--- config.mk ---
export PLATFORM = sky130hd
export DESIGN_NAME = dram_refresh_sched
export DESIGN_NICKNAME = d
export VERILOG_FILES = /design/src/rtl/rfs_pkg.sv /design/src/rtl/rfs_timer.sv /design/src/rtl/rfs_debt.sv /design/src/rtl/rfs_seq.sv /design/src/rtl/dram_refresh_sched.sv
export SDC_FILE = /design/constraint.sdc
export NUM_CORES = 1
export LEC_CHECK = 0
export BUFFER_PORTS_ARGS = -buffer_cell sky130_fd_sc_hd__buf_2
export CAP_MARGIN = 20
export CORE_ASPECT_RATIO = 0.6
export CORE_MARGIN = 2
export CORE_UTILIZATION = 60
export DETAILED_ROUTE_END_ITERATION = 8
export HOLD_SLACK_MARGIN = 0.08
export PLACE_DENSITY = 0.8
export SETUP_SLACK_MARGIN = 0.4
export SYNTH_ARGS = -nofsm -noshare
export SYNTH_HDL_FRONTEND = slang
export SYNTH_SLANG_ARGS = --single-unit
export TNS_END_PERCENT = 10
--- constraint.sdc ---
create_clock -name clk -period 1.61 [get_ports clk]
set_clock_uncertainty 0.15 [all_clocks]
set_input_delay 0.322 -clock clk [delete_from_list [all_inputs] [get_ports clk]]
set_output_delay 0.322 -clock clk [all_outputs]
set_load 0.03 [all_outputs]
--- src/rtl/rfs_pkg.sv ---
package rfs_pkg;
  typedef enum logic [1:0] {
    PH_PAUSE = 2'd0,
    PH_INIT  = 2'd1,
    PH_RUN   = 2'd2
  } phase_t;

  typedef enum logic [2:0] {
    SQ_IDLE    = 3'd0,
    SQ_PRE     = 3'd1,
    SQ_SETUP   = 3'd2,
    SQ_STROBE  = 3'd3,
    SQ_RECOVER = 3'd4
  } seq_t;
endpackage

--- src/rtl/rfs_timer.sv ---
module rfs_timer #(
  parameter int unsigned LEN = 16
) (
  input  logic clk,
  input  logic rst_n,
  input  logic en,
  output logic tick
);
  localparam int unsigned W = (LEN > 1) ? $clog2(LEN) : 1;
  localparam logic [W-1:0] LAST = W'(LEN - 1);

  logic [W-1:0] cnt_q, cnt_d;

  always_comb begin
    if (en) begin
      cnt_d = (cnt_q == LAST) ? '0 : cnt_q + W'(1);
    end else begin
      cnt_d = '0;
    end
  end

  assign tick = en && (cnt_q == LAST);

  always_ff @(posedge clk or negedge rst_n) begin
    if (!rst_n) cnt_q <= '0;
    else        cnt_q <= cnt_d;
  end
endmodule

--- src/rtl/rfs_debt.sv ---
module rfs_debt #(
  parameter int unsigned MAX_OWED = 8
) (
  input  logic clk,
  input  logic rst_n,
  input  logic inc,
  input  logic dec,
  output logic need,
  output logic ovf
);
  localparam int unsigned CW = $clog2(MAX_OWED + 1);
  localparam logic [CW-1:0] FULL = CW'(MAX_OWED);

  logic [CW-1:0] cnt_q, cnt_d;
  logic          ovf_q, ovf_d;

  always_comb begin
    cnt_d = cnt_q;
    ovf_d = ovf_q;
    if (inc && !dec) begin
      if (cnt_q == FULL) ovf_d = 1'b1;
      else               cnt_d = cnt_q + CW'(1);
    end else if (dec && !inc && cnt_q != '0) begin
      cnt_d = cnt_q - CW'(1);
    end
  end

  assign need = (cnt_q != '0);
  assign ovf  = ovf_q;

  always_ff @(posedge clk or negedge rst_n) begin
    if (!rst_n) begin
      cnt_q <= '0;
      ovf_q <= 1'b0;
    end else begin
      cnt_q <= cnt_d;
      ovf_q <= ovf_d;
    end
  end
endmodule

--- src/rtl/rfs_seq.sv ---
module rfs_seq
  import rfs_pkg::*;
#(
  parameter int unsigned T_PRE     = 1,
  parameter int unsigned T_SETUP   = 1,
  parameter int unsigned T_STROBE  = 5,
  parameter int unsigned T_RECOVER = 3
) (
  input  logic clk,
  input  logic rst_n,
  input  logic start,
  output logic busy,
  output logic done,
  output logic ras_n,
  output logic cas_n
);
  localparam int unsigned M1   = (T_PRE > T_SETUP) ? T_PRE : T_SETUP;
  localparam int unsigned M2   = (T_STROBE > T_RECOVER) ? T_STROBE : T_RECOVER;
  localparam int unsigned TMAX = (M1 > M2) ? M1 : M2;
  localparam int unsigned CW   = (TMAX > 1) ? $clog2(TMAX) : 1;

  seq_t          st_q, st_d;
  logic [CW-1:0] cnt_q, cnt_d;

  always_comb begin
    st_d  = st_q;
    cnt_d = cnt_q;
    unique case (st_q)
      SQ_IDLE: if (start) begin
        st_d  = SQ_PRE;
        cnt_d = CW'(T_PRE - 1);
      end
      SQ_PRE: if (cnt_q == '0) begin
        st_d  = SQ_SETUP;
        cnt_d = CW'(T_SETUP - 1);
      end else cnt_d = cnt_q - CW'(1);
      SQ_SETUP: if (cnt_q == '0) begin
        st_d  = SQ_STROBE;
        cnt_d = CW'(T_STROBE - 1);
      end else cnt_d = cnt_q - CW'(1);
      SQ_STROBE: if (cnt_q == '0) begin
        st_d  = SQ_RECOVER;
        cnt_d = CW'(T_RECOVER - 1);
      end else cnt_d = cnt_q - CW'(1);
      SQ_RECOVER: if (cnt_q == '0) begin
        st_d  = SQ_IDLE;
      end else cnt_d = cnt_q - CW'(1);
      default: st_d = SQ_IDLE;
    endcase
  end

  assign busy  = (st_q != SQ_IDLE);
  assign done  = (st_q == SQ_RECOVER) && (cnt_q == '0);
  assign cas_n = !((st_q == SQ_SETUP) || (st_q == SQ_STROBE));
  assign ras_n = (st_q != SQ_STROBE);

  always_ff @(posedge clk or negedge rst_n) begin
    if (!rst_n) begin
      st_q  <= SQ_IDLE;
      cnt_q <= '0;
    end else begin
      st_q  <= st_d;
      cnt_q <= cnt_d;
    end
  end
endmodule

--- src/rtl/dram_refresh_sched.sv ---
module dram_refresh_sched
  import rfs_pkg::*;
#(
  parameter int unsigned PAUSE_CYC  = 10000,
  parameter int unsigned INIT_CNT   = 8,
  parameter int unsigned REF_PERIOD = 1560,
  parameter int unsigned MAX_OWED   = 8,
  parameter int unsigned T_PRE      = 1,
  parameter int unsigned T_SETUP    = 1,
  parameter int unsigned T_STROBE   = 5,
  parameter int unsigned T_RECOVER  = 3
) (
  input  logic clk,
  input  logic rst_n,
  input  logic arb_gnt,
  output logic arb_req,
  output logic drv_en,
  output logic ras_n,
  output logic cas_n,
  output logic we_n,
  output logic mem_ready,
  output logic owed_ovf
);
  localparam int unsigned IW = $clog2(INIT_CNT + 1);

  logic [1:0]    sync_q;
  logic          rst_i;
  phase_t        ph_q, ph_d;
  logic [IW-1:0] init_q, init_d;
  logic          pause_tick, ivl_tick;
  logic          debt_need, seq_busy, seq_done, need, start;

  always_ff @(posedge clk or negedge rst_n) begin
    if (!rst_n) sync_q <= 2'b00;
    else        sync_q <= {sync_q[0], 1'b1};
  end
  assign rst_i = sync_q[1];

  rfs_timer #(.LEN(PAUSE_CYC)) u_pause (
    .clk(clk), .rst_n(rst_i), .en(ph_q == PH_PAUSE), .tick(pause_tick)
  );

  rfs_timer #(.LEN(REF_PERIOD)) u_interval (
    .clk(clk), .rst_n(rst_i), .en(ph_q == PH_RUN), .tick(ivl_tick)
  );

  rfs_debt #(.MAX_OWED(MAX_OWED)) u_debt (
    .clk(clk), .rst_n(rst_i), .inc(ivl_tick),
    .dec(seq_done && (ph_q == PH_RUN)),
    .need(debt_need), .ovf(owed_ovf)
  );

  rfs_seq #(
    .T_PRE(T_PRE), .T_SETUP(T_SETUP), .T_STROBE(T_STROBE), .T_RECOVER(T_RECOVER)
  ) u_seq (
    .clk(clk), .rst_n(rst_i), .start(start), .busy(seq_busy),
    .done(seq_done), .ras_n(ras_n), .cas_n(cas_n)
  );

  always_comb begin
    ph_d   = ph_q;
    init_d = init_q;
    unique case (ph_q)
      PH_PAUSE: if (pause_tick) begin
        ph_d   = PH_INIT;
        init_d = IW'(INIT_CNT);
      end
      PH_INIT: if (seq_done) begin
        init_d = init_q - IW'(1);
        if (init_q == IW'(1)) ph_d = PH_RUN;
      end
      default: ;
    endcase
  end

  always_ff @(posedge clk or negedge rst_i) begin
    if (!rst_i) begin
      ph_q   <= PH_PAUSE;
      init_q <= '0;
    end else begin
      ph_q   <= ph_d;
      init_q <= init_d;
    end
  end

  assign need      = (ph_q == PH_INIT) || ((ph_q == PH_RUN) && debt_need);
  assign start     = need && arb_gnt && !seq_busy;
  assign arb_req   = need || seq_busy;
  assign drv_en    = seq_busy;
  assign we_n      = 1'b1;
  assign mem_ready = (ph_q == PH_RUN);
endmodule

==> results.json, run 1 <==
{
  "grtUsageTotal_pct": 39.4,
  "path_cells": "inv_2 > ha_4 > ha_4 > nor4bb_4 > buf_4 > nor2_4 > nand2_4 > ha_4 > a21o_1 > a21oi_4 > nor4bb_4 > o21ai_0 > mux2i_1",
  "area_growth_pct": 53.5,
  "finalHoldViolCount": 0,
  "violations": "negative setup slack",
  "numCtsBuffers": 5,
  "fillers": 78,
  "ys_seq_area_share_pct": 48.2,
  "antenna_found_initial": 0,
  "wl_met2_um": 4460,
  "grt_first_pass_wirelength_um": 12500,
  "antenna_cells": 0,
  "grt_pass1_vias": 2391,
  "status": "complete, but fails checks",
  "worstSetupStartpointType": "flop",
  "crit_buf_inv": 2,
  "io_pins": 10,
  "hpwl_um": 3970,
  "vdd_drop_max_mv": 1.38,
  "cp-end-kind": "flop",
  "yosys_warnings": 0,
  "first_pass_iters": 8,
  "drt_iter0_markers": 387,
  "grt_start_max_net_pins": 37,
  "max_cap_violations": 0,
  "core_mm2": 0.00366,
  "post-route-min-period_ns": 2.76,
  "finalMaxSlewViolations": 0,
  "drt-vias-per-instance": 7.35,
  "wl_per_cell_um": 28.5,
  "power_leakage_nw": 1.54,
  "die_x_um": 83.7,
  "gr-total-overflow": 0,
  "avgSynthCellArea_um2": 10.0,
  "htree_levels": 2,
  "cpMostUsedCell": "ha_4",
  "min_period_over_period_pct": 171,
  "gp_congestion": 0.860,
  "clockBufferDepth": 2,
  "crit_type": "flop to flop",
  "tightestPinTransition_ns": 0.878,
  "slowest_delay_ns": 0.40,
  "syn_inst": 228,
  "hold-worst-slack_ns": 0.118,
  "syn_area_mm2": 0.00228,
  "clk_pin_slew_ns": 0.10,
  "setup_ws_ns": -1.15,
  "die_area_mm2": 0.00433,
  "worstPathArrival_ns": 2.87,
  "clk-insertion-delay-late_ns": 0.33,
  "slew_headroom_pct": 40.7,
  "num_rows": 17,
  "finalSetupViolCount": 42,
  "timing.fmax_mhz": 363,
  "dr.max_layer_used": "met4",
  "holdCritPathClass": "flop to async pin",
  "rsz0062_at_grt": "yes",
  "portBuffers": 8,
  "start_util_pct": 62.4,
  "vias": 2616,
  "die_height_um": 51.8,
  "power_mw": 4.00,
  "crit_slowest_cell": "dfrtp_1",
  "root_buffer": "clkbuf_8",
  "worstPathRequired_ns": 1.72,
  "drive_above_1_share_pct": 46.0,
  "cp_top_family": "simple AND/OR/NAND/NOR gates",
  "route.met3.wl_um": 1370,
  "multi_input_area_mm2": 0.00152,
  "ys_seq_elements": 44,
  "powerDensity_mw_per_mm2": 1140,
  "drt-met1-wl_um": 3160,
  "cts.sinks": 44,
  "ys_types": 44,
  "regArea_mm2": 0.00110,
  "postRouteAntennaNets": 0,
  "cts_tree": "done",
  "fin_nets": 321,
  "drc_errors": 0,
  "drt_wl_total_um": 10100,
  "path_max_fanout": 4
}
-- through the flow --
step	area [um2]	cells	TNS, ns	util [%]	worst slack, ns
floorplan	2370	229	-4.69	-	-0.864
global placement	2890	335	-8.96	79.1	-0.881
detailed placement	2890	335	-11.62	79.1	-0.999
CTS	3330	349	-7.71	90.9	-0.997
global route	3510	356	-15.85	95.9	-1.23
finish	3510	356	-14.01	95.9	-1.15
-- sequential cells by signal, indices dropped and copies added (netlist names) --
| signal | count |
|---|---|
| u_seq.cnt_q | 3 |
| u_pause.cnt_q | 14 |
| sync_q | 2 |
| u_debt.cnt_q | 4 |
| u_interval.cnt_q | 11 |
| u_seq.st_q | 3 |
| u_debt.ovf | 1 |
| init_q | 4 |
| ph_q | 2 |
-- path summary, 6_finish.rpt --
| path | start | to | slack, ns | cells after the start |
|---|---|---|---|---|
| max in group asynchronous | sync_q[1] | init_q[3] | 0.47 | 1 |
| hold reg to reg | sync_q[1] | ph_q[0] | 0.12 | 1 |
| hold / removal | sync_q[1] | ph_q[0] | 0.12 | 1 |
| setup reg to reg | u_seq.cnt_q[0] | u_debt.cnt_q[3] | -1.15 | 13 |
| min in group clk | sync_q[0] | sync_q[1] | 0.21 | 0 |
| setup / recovery | u_seq.cnt_q[0] | u_debt.cnt_q[3] | -1.15 | 13 |
-- kinds of logic (layout without fill, tap and decap cells) --
| group | after synthesis | count (layout) | share of synthesized area [%] |
|---|---|---|---|
| buffers and inverters | 16 | 96 | 2.79 |
| XOR/XNOR | 25 | 25 | 9.58 |
| multiplexers | 5 | 5 | 2.35 |
| other | 1 | 2 | 0.164 |
| AO/OA/AOI/OAI | 30 | 30 | 8.21 |
| AND/OR/NAND/NOR | 97 | 97 | 22.9 |
| flip-flops | 44 | 44 | 48.2 |
| adder cells (fa/ha/maj) | 10 | 10 | 5.81 |
-- cell type report --
class	count	share of cell area, %
flip-flops and latches	44	31.4
clock inverters	2	0.999
multi-input cells	169	43.2
repair buffers	78	19.5
inverters	10	1.14
clock buffers	6	2.07
well taps	47	1.68
-- where the power goes --
group / leakage (nW) / switching (mW) / total (mW) / internal [mW]
combinational: 0.891 / 0.964 / 1.70 / 0.732
sequential: 0.589 / 0.157 / 1.39 / 1.23
clock: 0.0552 / 0.457 / 0.919 / 0.462
-- cells in the final DEF, fill, tap and decap left out, types with 2 or more instances in the layout --
master / count
and3_4: 2
nand4_1: 4
buf_6: 20
mux2i_1: 2
a21oi_2: 3
xnor2_4: 2
o21ai_1: 2
mux2_4: 2
clkbuf_8: 5
nor3_1: 3
inv_1: 5
or3_1: 4
inv_2: 4
conb_1: 2
nor4b_4: 2
buf_4: 51
nand3_2: 3
or3_4: 3
nor3_4: 2
and3_1: 5
nand3_1: 10
and2_1: 2
o21ai_0: 8
nor2_1: 22
nor2_4: 4
ha_1: 4
nand3_4: 2
nand2_1: 9
dfrtp_1: 43
ha_4: 5
xnor2_1: 11
a21oi_1: 5
buf_12: 2
nor4bb_4: 2
buf_2: 3
dlygate4sd3_1: 2
o22ai_1: 2
nand2_4: 4
xor2_1: 11
-- repair_timing --
item,4_1_cts,5_1_grt
hold endpoints to repair,8,0
cloned,0,0
hold buffers,2,0
setup endpoints to repair,48,48
gates resized for setup,64,23
buffers inserted,4,7
pin swaps,26,14
-- per-layer routing --
layer	GRT usage [%]	vias up
li1	-	952
met4	26.6	0
met5	0	-
met3	8.73	147
met2	70.0	336
met1	43.8	1181
-- cell usage after synthesis, drive strengths merged --
master,count,area (um2)
nor2b,1,6.26
buf,1,7.51
mux2i,2,20.0
nand4bb,1,11.3
or2,1,6.26
a21o,1,7.51
nor3,6,41.3
and4,1,8.76
nor4bb,2,20.0
clkbuf,5,18.8
nand4,4,25.0
fa,1,20.0
xnor2,14,123
or4,1,7.51
and3b,1,8.76
nand2b,2,12.5
inv,10,37.5
a41o,1,10.0
nor4,1,6.26
o41ai,1,8.76
conb,1,3.75
and2,2,12.5
nand2,15,56.3
dfrtp,44,1100
and3,7,45.1
a211oi,1,12.5
o22ai,2,12.5
xor2,11,96.3
a21bo,1,10.0
mux2,3,33.8
o31a,1,8.76
nand3b,1,7.51
nor4b,2,17.5
nor2,27,101
a22oi,1,7.51
o32a,1,10.0
ha,9,113
nand3,15,75.1
o21ai,11,55.1
or3,7,53.8
a21oi,9,45.0
Note: power is estimated with default switching activity, not from simulation.
==> inputs of run 2 (changes only) <==
--- a/config.mk
+++ b/config.mk
@@ -6,15 +6,17 @@
 export NUM_CORES = 1
 export LEC_CHECK = 0
 export BUFFER_PORTS_ARGS = -buffer_cell sky130_fd_sc_hd__buf_2
-export CAP_MARGIN = 20
+export CAP_MARGIN = 5
 export CORE_ASPECT_RATIO = 0.6
 export CORE_MARGIN = 2
 export CORE_UTILIZATION = 60
 export DETAILED_ROUTE_END_ITERATION = 8
+export GPL_TIMING_DRIVEN = 0
 export HOLD_SLACK_MARGIN = 0.08
 export PLACE_DENSITY = 0.8
 export SETUP_SLACK_MARGIN = 0.4
 export SYNTH_ARGS = -nofsm -noshare
 export SYNTH_HDL_FRONTEND = slang
+export SYNTH_HIERARCHICAL = 1
 export SYNTH_SLANG_ARGS = --single-unit
 export TNS_END_PERCENT = 10
==> run 2 against run 1 <==
Compared with the run above:
- the run ends with negative hold slack, negative setup slack left
- sequential share of layout area grew 5.6 points
- non-clock buffer count shrank 55
- via count down 27%
- wire length down 48%
- setup slack better by 0.090 ns
- clock-buffer cell count is the same
- design area fell by 15%
- synthesized area up 7.0%
- worst hold slack got worse by 0.14 ns
- global-route usage down 14 points
- synthesized cell count is 4.8% higher
- register-to-register slack gained 0.09 ns
- largest power group is now registers
- highest routed layer unchanged
==> results.json, run 2 <==
{
  "status": "complete, but fails checks",
  "violations": "negative hold slack, negative setup slack",
  "post-route-min-period_ns": 2.67,
  "final_core_util_pct": 79.1,
  "drt_wl_total_um": 5290,
  "clk-insertion-delay-late_ns": 0.29,
  "holdCritPathClass": "flop to async pin",
  "ys_seq_area_share_pct": 45.1,
  "core_mm2": 0.00379,
  "syn_inst": 239,
  "die_height_um": 53.4,
  "fin_nets": 278,
  "vias": 1901,
  "placed_cells": 296,
  "area_growth_pct": 22.5,
  "clockBufferDepth": 2,
  "die_area_mm2": 0.00462,
  "synth_most_common_cell": "dfrtp_1",
  "portBuffers": 8,
  "postRouteAntennaNets": 0,
  "cp.depth": 8,
  "crit_slowest_cell": "or4b_4",
  "cp-end-kind": "flop",
  "top_regs": "u_pause/cnt_q: 14 flops, u_interval/cnt_q: 11 flops",
  "vdd_drop_max_mv": 1.23,
  "finalHoldViolCount": 8,
  "crit_buf_inv": 1,
  "max_cap_violations": 0,
  "powerDensity_mw_per_mm2": 1040,
  "timing.fmax_mhz": 375,
  "start_util_pct": 64.5,
  "numCtsBuffers": 5,
  "finalSetupViolCount": 40,
  "ys_top_cells_by_count": "dfrtp_1 (44), nor2_1 (30), o21ai_0 (13)",
  "num_rows": 17,
  "setup_ws_ns": -1.06,
  "instances_no_fill": 313,
  "die_x_um": 86.4,
  "crit_type": "flop to flop",
  "top_register": "u_pause/cnt_q",
  "reg2reg_slack_ns": -1.06,
  "cp_top_family": "simple AND/OR/NAND/NOR gates",
  "power_leakage_nw": 1.27,
  "drc_errors": 0,
  "reg2reg_depth": 8,
  "avgSynthCellArea_um2": 10.2,
  "r2r_end": "u_debt/cnt_q[3]",
  "finalMaxSlewViolations": 0,
  "worstSetupStartpointType": "flop",
  "synth.top_cell.area_share_pct": 45.1,
  "final_common_cell": "dfrtp_1",
  "r2r_start": "u_interval/cnt_q[5]",
  "grt_pass1_vias": 1787,
  "hold-worst-slack_ns": -0.0236,
  "clk_pin_slew_ns": 0.08,
  "antenna_cells": 0,
  "gp_congestion": 0.822,
  "ctsHoldBuffers": 1,
  "ys_types": 55,
  "rsz0062_at_grt": "yes",
  "htree_levels": 2,
  "drive_above_1_share_pct": 28.9,
  "grtUsageTotal_pct": 25.7,
  "ys_seq_elements": 44,
  "synth_top_area_cell": "dfrtp_1",
  "root_buffer": "clkbuf_8",
  "cts_tree": "done",
  "layout_common_cells": "dfrtp_1 (38), nor2_1 (29), o21ai_0 (12), nand3_1 (11), xnor2_1 (11)",
  "io_pins": 10,
  "drt-vias-per-instance": 6.07,
  "async_flop_share_pct": 100,
  "worstPathArrival_ns": 2.69,
  "path_max_fanout": 4,
  "ys.flop_type": "dfrtp_1",
  "min_period_over_period_pct": 166,
  "drt_iter0_markers": 145,
  "yosys_warnings": 6,
  "first_pass_iters": 4,
  "cts.sinks": 44,
  "path_cells": "or4b_4 > nor4_4 > nand2b_4 > buf_4 > ha_4 > a2111oi_4 > o21a_1 > a211oi_1",
  "fillers": 233,
  "synth_area_leaders": "dfrtp_1 (45%), ha_1 (4.6%), nor2_1 (4.6%)",
  "syn_area_mm2": 0.00244,
  "synth-edff-count": 0,
  "grt_start_max_net_pins": 35,
  "worstPathRequired_ns": 1.64,
  "gr-total-overflow": 0,
  "hpwl_um": 3240,
  "antenna_found_initial": 0,
  "slowest_delay_ns": 0.59,
  "largest_reg_flops": 14,
  "grt_first_pass_wirelength_um": 8960,
  "wl_per_cell_um": 16.9
}
-- run 2: cell types whose count changed in the layout (fill, tap and decap cells not counted), moves of 5 or more --
| cell | change |
|---|---|
| nor2_1 | +7 |
| dfrtp_1 | -5 |
| buf_4 | -42 |
| dfrtp_2 | +5 |
| buf_6 | -12 |
-- run 2: per-layer routing --
| layer | global-route usage [%] | vias up | routed length (um) |
|---|---|---|---|
| met2 | 37.9 | 59 | 2350 |
| met1 | 37.1 | 930 | 2570 |
| met4 | 9.38 | 0 | 95 |
| met3 | 5.62 | 10 | 270 |
| met5 | 0 | - | 0 |
| li1 | - | 902 | - |
-- run 2: worst reg2reg max path: cells and delay by family (launching register included) --
| family | cells | cell delay [ns] |
|---|---|---|
| AOI/OAI and AO/OA | 3 | 0.55 |
| adders and majority gates | 1 | 0.24 |
| buffers and inverters | 1 | 0.17 |
| DFF | 1 | 0.39 |
| and+or+nand+nor | 3 | 1.03 |
-- run 2: cell families (layout without fill, tap and decap cells) --
| group | after synthesis | count (layout) | synth area share [%] |
|---|---|---|---|
| fa+ha+maj | 10 | 10 | 5.43 |
| compound gates | 41 | 41 | 11.4 |
| simple gates | 104 | 104 | 26.2 |
| buf+inv | 16 | 42 | 3.28 |
| flops | 44 | 44 | 45.1 |
| mux | 4 | 4 | 1.74 |
| other cells | 1 | 2 | 0.153 |
| xor+xnor | 19 | 19 | 6.81 |
-- run 2: metrics by stage --
| step | cell area [um2] | hold WS, ns | power (mW) | setup WS [ns] | setup TNS (ns) |
|---|---|---|---|---|---|
| 5_1_grt | 2990 | 0.00127 | 3.30 | -1.14 | -13.94 |
| 6_report | 2990 | -0.0236 | 3.11 | -1.06 | -11.32 |
| 4_1_cts | 2940 | -0.0207 | 3.11 | -1.07 | -10.67 |
| 3_3_place_gp | 2600 | -0.0422 | 2.12 | -1.38 | -27.31 |
| 2_1_floorplan | 2500 | -0.124 | 1.97 | -1.18 | -6.75 |
| 3_5_place_dp | 2620 | -0.0409 | 2.15 | -1.43 | -13.44 |
-- run 2: final cells by class --
type,count,area (um2),share of cell area [%]
multi-input cells,180,1470,49.1
flip-flops and latches,44,1110,37.0
repair buffers,18,161,5.39
clock buffers,6,72.6,2.42
well taps,47,58.8,1.96
plain buffers,5,46.3,1.55
inverters,11,41.3,1.38
clock inverters,2,35.0,1.17
-- run 2: worst max path at each step --
stage                                    from              end  slack [ns]
after floorplan           u_interval/cnt_q[5]  u_debt/cnt_q[3]       -1.18
after global placement    u_interval/cnt_q[5]  u_debt/cnt_q[3]       -1.38
after detailed placement  u_interval/cnt_q[7]  u_debt/cnt_q[3]       -1.43
after CTS                 u_interval/cnt_q[7]  u_debt/cnt_q[2]       -1.07
after global routing      u_interval/cnt_q[5]  u_debt/cnt_q[3]       -1.14
final                     u_interval/cnt_q[5]  u_debt/cnt_q[3]       -1.06
-- run 2: what timing repair did --
action / CTS / global route
gates resized for setup: 38 / 8
setup buffers: 6 / 2
pin swaps: 16 / 8
hold endpoints to repair: 10 / 8
setup endpoints to repair: 47 / 48
-- run 2: where the power goes --
part           total (mW)  internal (mW)  switching, mW
Clock               0.824          0.460          0.363
Combinational        1.04          0.445          0.590
Sequential           1.25           1.18         0.0693
